`src/rtl/dg_pkg.sv`:
```
package dg_pkg;

    localparam int unsigned DG_DISP_W = 4;
    localparam int unsigned DG_UOP_W  = 4;
    localparam int unsigned DG_DST_W  = 3;
    localparam int unsigned DG_BUF_W  = 3;
    localparam int unsigned DG_FREE_W = 7;
    localparam int unsigned DG_CNT_W  = 32;
    localparam int unsigned DG_NCAUSE = 4;

    // Order of the enum values is the charging priority of a stall.
    typedef enum logic [1:0] {
        SC_ROB   = 2'd0,
        SC_PREG  = 2'd1,
        SC_SBUF  = 2'd2,
        SC_WIDTH = 2'd3
    } stall_cause_e;

    typedef struct packed {
        logic         ok;
        stall_cause_e cause;
    } gate_verdict_t;

    function automatic int unsigned umin(input int unsigned a, input int unsigned b);
        return (a < b) ? a : b;
    endfunction

endpackage

```
`src/rtl/dg_resource_check.sv`:
```
module dg_resource_check
    import dg_pkg::*;
#(
    parameter int unsigned UOP_W  = DG_UOP_W,
    parameter int unsigned DST_W  = DG_DST_W,
    parameter int unsigned BUF_W  = DG_BUF_W,
    parameter int unsigned FREE_W = DG_FREE_W
) (
    input  logic [UOP_W-1:0]  need_uops,
    input  logic [DST_W-1:0]  need_dsts,
    input  logic [BUF_W-1:0]  need_bufs,
    input  logic [FREE_W-1:0] rob_free,
    input  logic [FREE_W-1:0] preg_free,
    input  logic [FREE_W-1:0] sbuf_free,
    input  logic              width_block,
    output gate_verdict_t     verdict
);

    logic rob_short;
    logic preg_short;
    logic sbuf_short;

    always_comb begin
        rob_short  = 32'(need_uops) > 32'(rob_free);
        preg_short = 32'(need_dsts) > 32'(preg_free);
        sbuf_short = 32'(need_bufs) > 32'(sbuf_free);

        verdict.ok = !(rob_short || preg_short || sbuf_short || width_block);

        if (rob_short)       verdict.cause = SC_ROB;
        else if (preg_short) verdict.cause = SC_PREG;
        else if (sbuf_short) verdict.cause = SC_SBUF;
        else                 verdict.cause = SC_WIDTH;
    end

endmodule

```
`src/rtl/dg_slots.sv`:
```
module dg_slots
    import dg_pkg::*;
#(
    parameter int unsigned DISP_W = DG_DISP_W,
    parameter int unsigned UOP_W  = DG_UOP_W,
    parameter int unsigned SLOT_W = $clog2(DISP_W + 1)
) (
    input  logic              clk,
    input  logic              rst,
    input  logic              accept,
    input  logic [UOP_W-1:0]  new_uops,
    output logic [UOP_W-1:0]  carry_q,
    output logic              width_block,
    output logic [SLOT_W-1:0] disp_uops,
    output logic              done_carry,
    output logic              done_new
);

    int unsigned served;
    int unsigned rest;
    int unsigned avail;
    int unsigned new_now;
    int unsigned carry_next;

    always_comb begin
        // The pending remainder takes slots first.
        served      = umin(32'(carry_q), DISP_W);
        rest        = 32'(carry_q) - served;
        avail       = DISP_W - served;
        width_block = (avail == 0);

        // The new instruction takes the slots that are left over.
        new_now     = accept ? umin(32'(new_uops), avail) : 0;
        carry_next  = rest + (accept ? (32'(new_uops) - new_now) : 0);

        disp_uops   = SLOT_W'(served + new_now);
        done_carry  = (carry_q != '0) && (rest == 0);
        done_new    = accept && (32'(new_uops) <= avail);
    end

    always_ff @(posedge clk) begin
        if (rst) carry_q <= '0;
        else     carry_q <= UOP_W'(carry_next);
    end

endmodule

```
`src/rtl/dg_stall_bank.sv`:
```
module dg_stall_bank
    import dg_pkg::*;
#(
    parameter int unsigned NCAUSE = DG_NCAUSE,
    parameter int unsigned CNT_W  = DG_CNT_W
) (
    input  logic                          clk,
    input  logic                          rst,
    input  logic                          stall_evt,
    input  stall_cause_e                  cause,
    output logic [NCAUSE-1:0][CNT_W-1:0]  counts
);

    for (genvar i = 0; i < NCAUSE; i++) begin : g_cnt
        logic [CNT_W-1:0] cnt_q;
        logic             hit;

        assign hit = stall_evt && (32'(cause) == i);

        always_ff @(posedge clk) begin
            if (rst)                       cnt_q <= '0;
            else if (hit && (cnt_q != '1)) cnt_q <= cnt_q + 1'b1;
        end

        assign counts[i] = cnt_q;
    end

endmodule

```
`src/rtl/dispatch_gate.sv`:
```
module dispatch_gate
    import dg_pkg::*;
#(
    parameter int unsigned DISP_W = DG_DISP_W,
    parameter int unsigned UOP_W  = DG_UOP_W,
    parameter int unsigned DST_W  = DG_DST_W,
    parameter int unsigned BUF_W  = DG_BUF_W,
    parameter int unsigned FREE_W = DG_FREE_W,
    parameter int unsigned CNT_W  = DG_CNT_W,
    localparam int unsigned SLOT_W = $clog2(DISP_W + 1)
) (
    input  logic              clk,
    input  logic              rst,
    input  logic              in_valid,
    input  logic [UOP_W-1:0]  in_uops,
    input  logic [DST_W-1:0]  in_dsts,
    input  logic [BUF_W-1:0]  in_bufs,
    output logic              in_ready,
    input  logic [FREE_W-1:0] rob_free,
    input  logic [FREE_W-1:0] preg_free,
    input  logic [FREE_W-1:0] sbuf_free,
    output logic              alloc,
    output logic [UOP_W-1:0]  rob_alloc_n,
    output logic [DST_W-1:0]  preg_alloc_n,
    output logic [BUF_W-1:0]  sbuf_alloc_n,
    output logic [SLOT_W-1:0] disp_uops,
    output logic              done_carry,
    output logic              done_new,
    output logic [CNT_W-1:0]  stall_rob,
    output logic [CNT_W-1:0]  stall_preg,
    output logic [CNT_W-1:0]  stall_sbuf,
    output logic [CNT_W-1:0]  stall_width
);

    gate_verdict_t                   verdict;
    logic                            width_block;
    logic                            accept;
    logic                            stall_evt;
    logic [UOP_W-1:0]                carry_q;
    logic [DG_NCAUSE-1:0][CNT_W-1:0] counts;

    dg_resource_check #(
        .UOP_W (UOP_W),
        .DST_W (DST_W),
        .BUF_W (BUF_W),
        .FREE_W(FREE_W)
    ) u_check (
        .need_uops  (in_uops),
        .need_dsts  (in_dsts),
        .need_bufs  (in_bufs),
        .rob_free   (rob_free),
        .preg_free  (preg_free),
        .sbuf_free  (sbuf_free),
        .width_block(width_block),
        .verdict    (verdict)
    );

    assign in_ready  = verdict.ok;
    assign accept    = in_valid && verdict.ok;
    assign stall_evt = in_valid && !verdict.ok;

    dg_slots #(
        .DISP_W(DISP_W),
        .UOP_W (UOP_W),
        .SLOT_W(SLOT_W)
    ) u_slots (
        .clk        (clk),
        .rst        (rst),
        .accept     (accept),
        .new_uops   (in_uops),
        .carry_q    (carry_q),
        .width_block(width_block),
        .disp_uops  (disp_uops),
        .done_carry (done_carry),
        .done_new   (done_new)
    );

    assign alloc        = accept;
    assign rob_alloc_n  = accept ? in_uops : '0;
    assign preg_alloc_n = accept ? in_dsts : '0;
    assign sbuf_alloc_n = accept ? in_bufs : '0;

    dg_stall_bank #(
        .NCAUSE(DG_NCAUSE),
        .CNT_W (CNT_W)
    ) u_stalls (
        .clk      (clk),
        .rst      (rst),
        .stall_evt(stall_evt),
        .cause    (verdict.cause),
        .counts   (counts)
    );

    assign stall_rob   = counts[0];
    assign stall_preg  = counts[1];
    assign stall_sbuf  = counts[2];
    assign stall_width = counts[3];

endmodule

```
`config.mk`:
```
export PLATFORM = sky130hd
export DESIGN_NAME = dispatch_gate
export DESIGN_NICKNAME = d
export VERILOG_FILES = /design/src/rtl/dg_pkg.sv /design/src/rtl/dg_resource_check.sv /design/src/rtl/dg_slots.sv /design/src/rtl/dg_stall_bank.sv /design/src/rtl/dispatch_gate.sv
export SDC_FILE = /design/constraint.sdc
export NUM_CORES = 1
export LEC_CHECK = 0
export BUFFER_PORTS_ARGS = -buffer_cell sky130_fd_sc_hd__buf_2
export CAP_MARGIN = 15
export CORE_UTILIZATION = 54
export CTS_CLUSTER_DIAMETER = 80
export DETAILED_ROUTE_END_ITERATION = 6
export GPL_ROUTABILITY_DRIVEN = 0
export MAX_ROUTING_LAYER = met4
export PLACE_DENSITY = 0.91
export SLEW_MARGIN = 20
export SYNTH_ARGS = -nofsm -noshare
export SYNTH_HDL_FRONTEND = slang
export SYNTH_SLANG_ARGS = --single-unit
```
`constraint.sdc`:
```
create_clock -name clk -period 5.4 [get_ports clk]
set_clock_uncertainty 0.1 [all_clocks]
set_input_delay 1.08 -clock clk [delete_from_list [all_inputs] [get_ports clk]]
set_output_delay 1.08 -clock clk [all_outputs]
set_load 0.02 [all_outputs]
```
==> summary.md <==
| Metric | Value |
|---|---|
| Warning count from the yosys run | 0 |
| CTS root buf | clkbuf_16 |
| Placed Instance Area | 8380 um^2 |
| Die height | 119 um |
| Largest net degree at the start of global routing | 79 |
| Core area | 13300 um^2 |
| Cell area after layout | 9040 um^2 |
| Number of global-route vias before repair | 6826 |
| Ys flop type | dfxtp_1 |
| Wire per inst | 15.4 um |
| Crit-path max FO | 11 |
| Outcome | finished, violations left |
| Seq pwr share | 33.6% |
| Final nets | 1153 |
| # placed instances | 1246 |
| Global-route wire length before repair | 32.2 mm |
| Final Hold Viols | 0 |
| Failing checks | design-rule violations |
| RSZ-0062 raised after global routing | no |
| Finished Layout Cells | 1277 |
| Top cells by count, synth | 132 x dfxtp_1, 90 x a21oi_1, 69 x nor2_1 |
| P_leak | 3.53 nW |
| Sink Count | 132 |
| Top Ports | 179 |
| Worst Setup Path Type | input pin to primary output |
| Tot GR Track Use | 28.4% |
| Final Critical Period | 5030 ps |
| Post-Route WL | 19.7 mm |
| CTS tree | yes |
| Synth area leader | dfxtp_1 |
| CP Data Required Time | 4220 ps |
| Post-CTS setup buffer count | 0 |
| Detailed-route via count | 7656 |
| Yosys cell types | 56 |
| GRT overflow | 0 |
| Buffers on Ports | 178 |
| R2r setup slk | 610 ps |
| Htree depth | 4 |
| Avg Cell Area, Syn | 7.96 um^2 |
| DRT iter0 DRCs | 610 |
| Diode count | 0 |
| Drc violations | 2 |
| Peak VDD IR | 221 uV |
| FMAX | 0.199 GHz |
| HPWL Detailed | 13.4 mm |
| Cells after synthesis | 930 |
| Worst setup EP type | primary output |
| Layout cell share with drive strength beyond 1 | 21.3% |
| Slew @ Worst Pin | 1060 ps |
| Setup TNS | 0 ps |
| Post-Syn Area | 7410 um^2 |
| FF+latch count, synth | 132 |
| Worst setup SP type | input pin |
| DR vias/cell | 6.00 |
| Remaining antenna violation count | 0 |
| Cts bufs inserted | 17 |
| Sw Ratio | 29.7% |
| Combinational Power Share | 23.7% |
| Maximum buffer depth of the clock tree | 2 |
| Internal power | 2.12 mW |
| Hold slack | 393 ps |
| Net count after synthesis | 994 |
| Worst-skew pair later-pin latency | 420 ps |
| Synth top area cells | dfxtp_1 36%, a21oi_1 6.1%, or3_1 5.3% |
| Max Cap Viol | 0 |
| Tot Pwr | 3.02 mW |
| Most numerous cell in the Yosys netlist | dfxtp_1 |
| Max-slew headroom | 29.0% |
| Area share of the largest cell type after synthesis | 35.7% |
| Final setup viols | 0 |
| Die area | 14200 um^2 |
| Post-synth EDFFs | 0 |
| Initial Utilization | 55.7% |
| # rows | 42 |
| Pins Over Slew Limit | 0 |
| Register area share after synthesis | 35.7% |
| Cell area power density | 334 nW/um^2 |
| Clock power frac | 42.6% |
| Asr flop ratio synth | 0% |
| Die X | 119 um |
| Drt pass-1 iters | 7 |
| Worst-path clk slew | 60 ps |
| Hold Path Class | flip-flop to flip-flop |
| NetSw | 897 uW |
| Fin crit share | 93.2% |
| Synth-to-Final Area Change | 22.1% |
| CP arrival | 3850 ps |
| Initial antenna violation count | 0 |
path summary, 6_finish.rpt:
path                                     from                     endpoint  cells past startpoint
setup / recovery                   in_uops[1]                 disp_uops[2]                     12
hold / removal    u_stalls.g_cnt[1].cnt_q[31]  u_stalls.g_cnt[1].cnt_q[31]                      2
setup reg to reg           u_slots.carry_q[3]           u_slots.carry_q[3]                     22
hold reg to reg   u_stalls.g_cnt[1].cnt_q[31]  u_stalls.g_cnt[1].cnt_q[31]                      2
state kept, by name, summed over array words and instances, names as in the netlist:
name and flops:
u_stalls.g_cnt.cnt_q 128, u_slots.carry_q 4
area by class of cell:
class | count | area (um^2)
clock buffer | 23 | 488
clock inverter | 8 | 171
fill | 1066 | 4250
inverter | 38 | 143
multi-input combinational | 716 | 4440
sequential | 132 | 2640
tap | 176 | 220
timing repair buffer | 184 | 938
power groups by stage:
stage | Clock [mW] | Sequential [mW] | Combinational [mW]
6_report | 1.29 | 1.01 | 0.716
5_1_grt | 1.34 | 1.02 | 0.785
4_1_cts | 1.29 | 1.01 | 0.714
3_5_place_dp | 0 | 1.03 | 0.711
3_3_place_gp | 0 | 1.03 | 0.688
2_1_floorplan | 0 | 1.03 | 0.506
per-layer routing:
layer / GRT usage, % / wire [um] / vias to the layer above
li1: - / - / 3771
met1: 34.8 / 8360 / 3578
met2: 46.1 / 9780 / 274
met3: 5.51 / 1140 / 33
met4: 10.7 / 412 / 0
met5: - / 0 / -
worst max-delay path: stages:
cell and delay [ps]:
buf_2 150, ha_1 310, nor2b_1 140, o211ai_1 290
a22o_1 200, nand3_1 160, inv_1 310, nand2_1 210
fa_1 450, xor2_1 220, xnor2_1 150, buf_2 190
placed cells by master (no fill, tap or decap), drive strengths merged, types with 23 or more instances in the layout:
cell type	count
nor2	69
nand3	60
or4	31
dfxtp	132
ha	27
buf	184
or3	63
o31ai	24
clkbuf	23
inv	38
a21oi	90
nand4	44
o21ai	56
nand2	57
timing repair:
item / in CTS / in global routing
hold buffers: 0 / 0
resized for setup: 0 / 1
endpoints found under the setup margin: 0 / 1
cells by family (layout without fill, tap and decap cells):
kind of cell / after synthesis / in the layout / share of synthesized area [%]
and+or+nand+nor: 434 / 434 / 32.5
muxes: 9 / 9 / 1.32
other: 1 / 1 / 0.0506
adders and majority gates: 30 / 30 / 5.37
AOI/OAI and AO/OA: 204 / 204 / 16.2
xor gates and xnor gates: 38 / 38 / 4.49
DFF: 132 / 132 / 35.7
buffers and inverters: 82 / 253 / 4.44
metrics by stage:
step	utilization (%)	setup slack (ps)
4_1_cts	68.0	304
3_3_place_gp	63.0	443
2_1_floorplan	-	246
5_1_grt	68.0	60.6
3_5_place_dp	63.0	279
6_report	68.0	369
(Power assumes the default switching activity.)
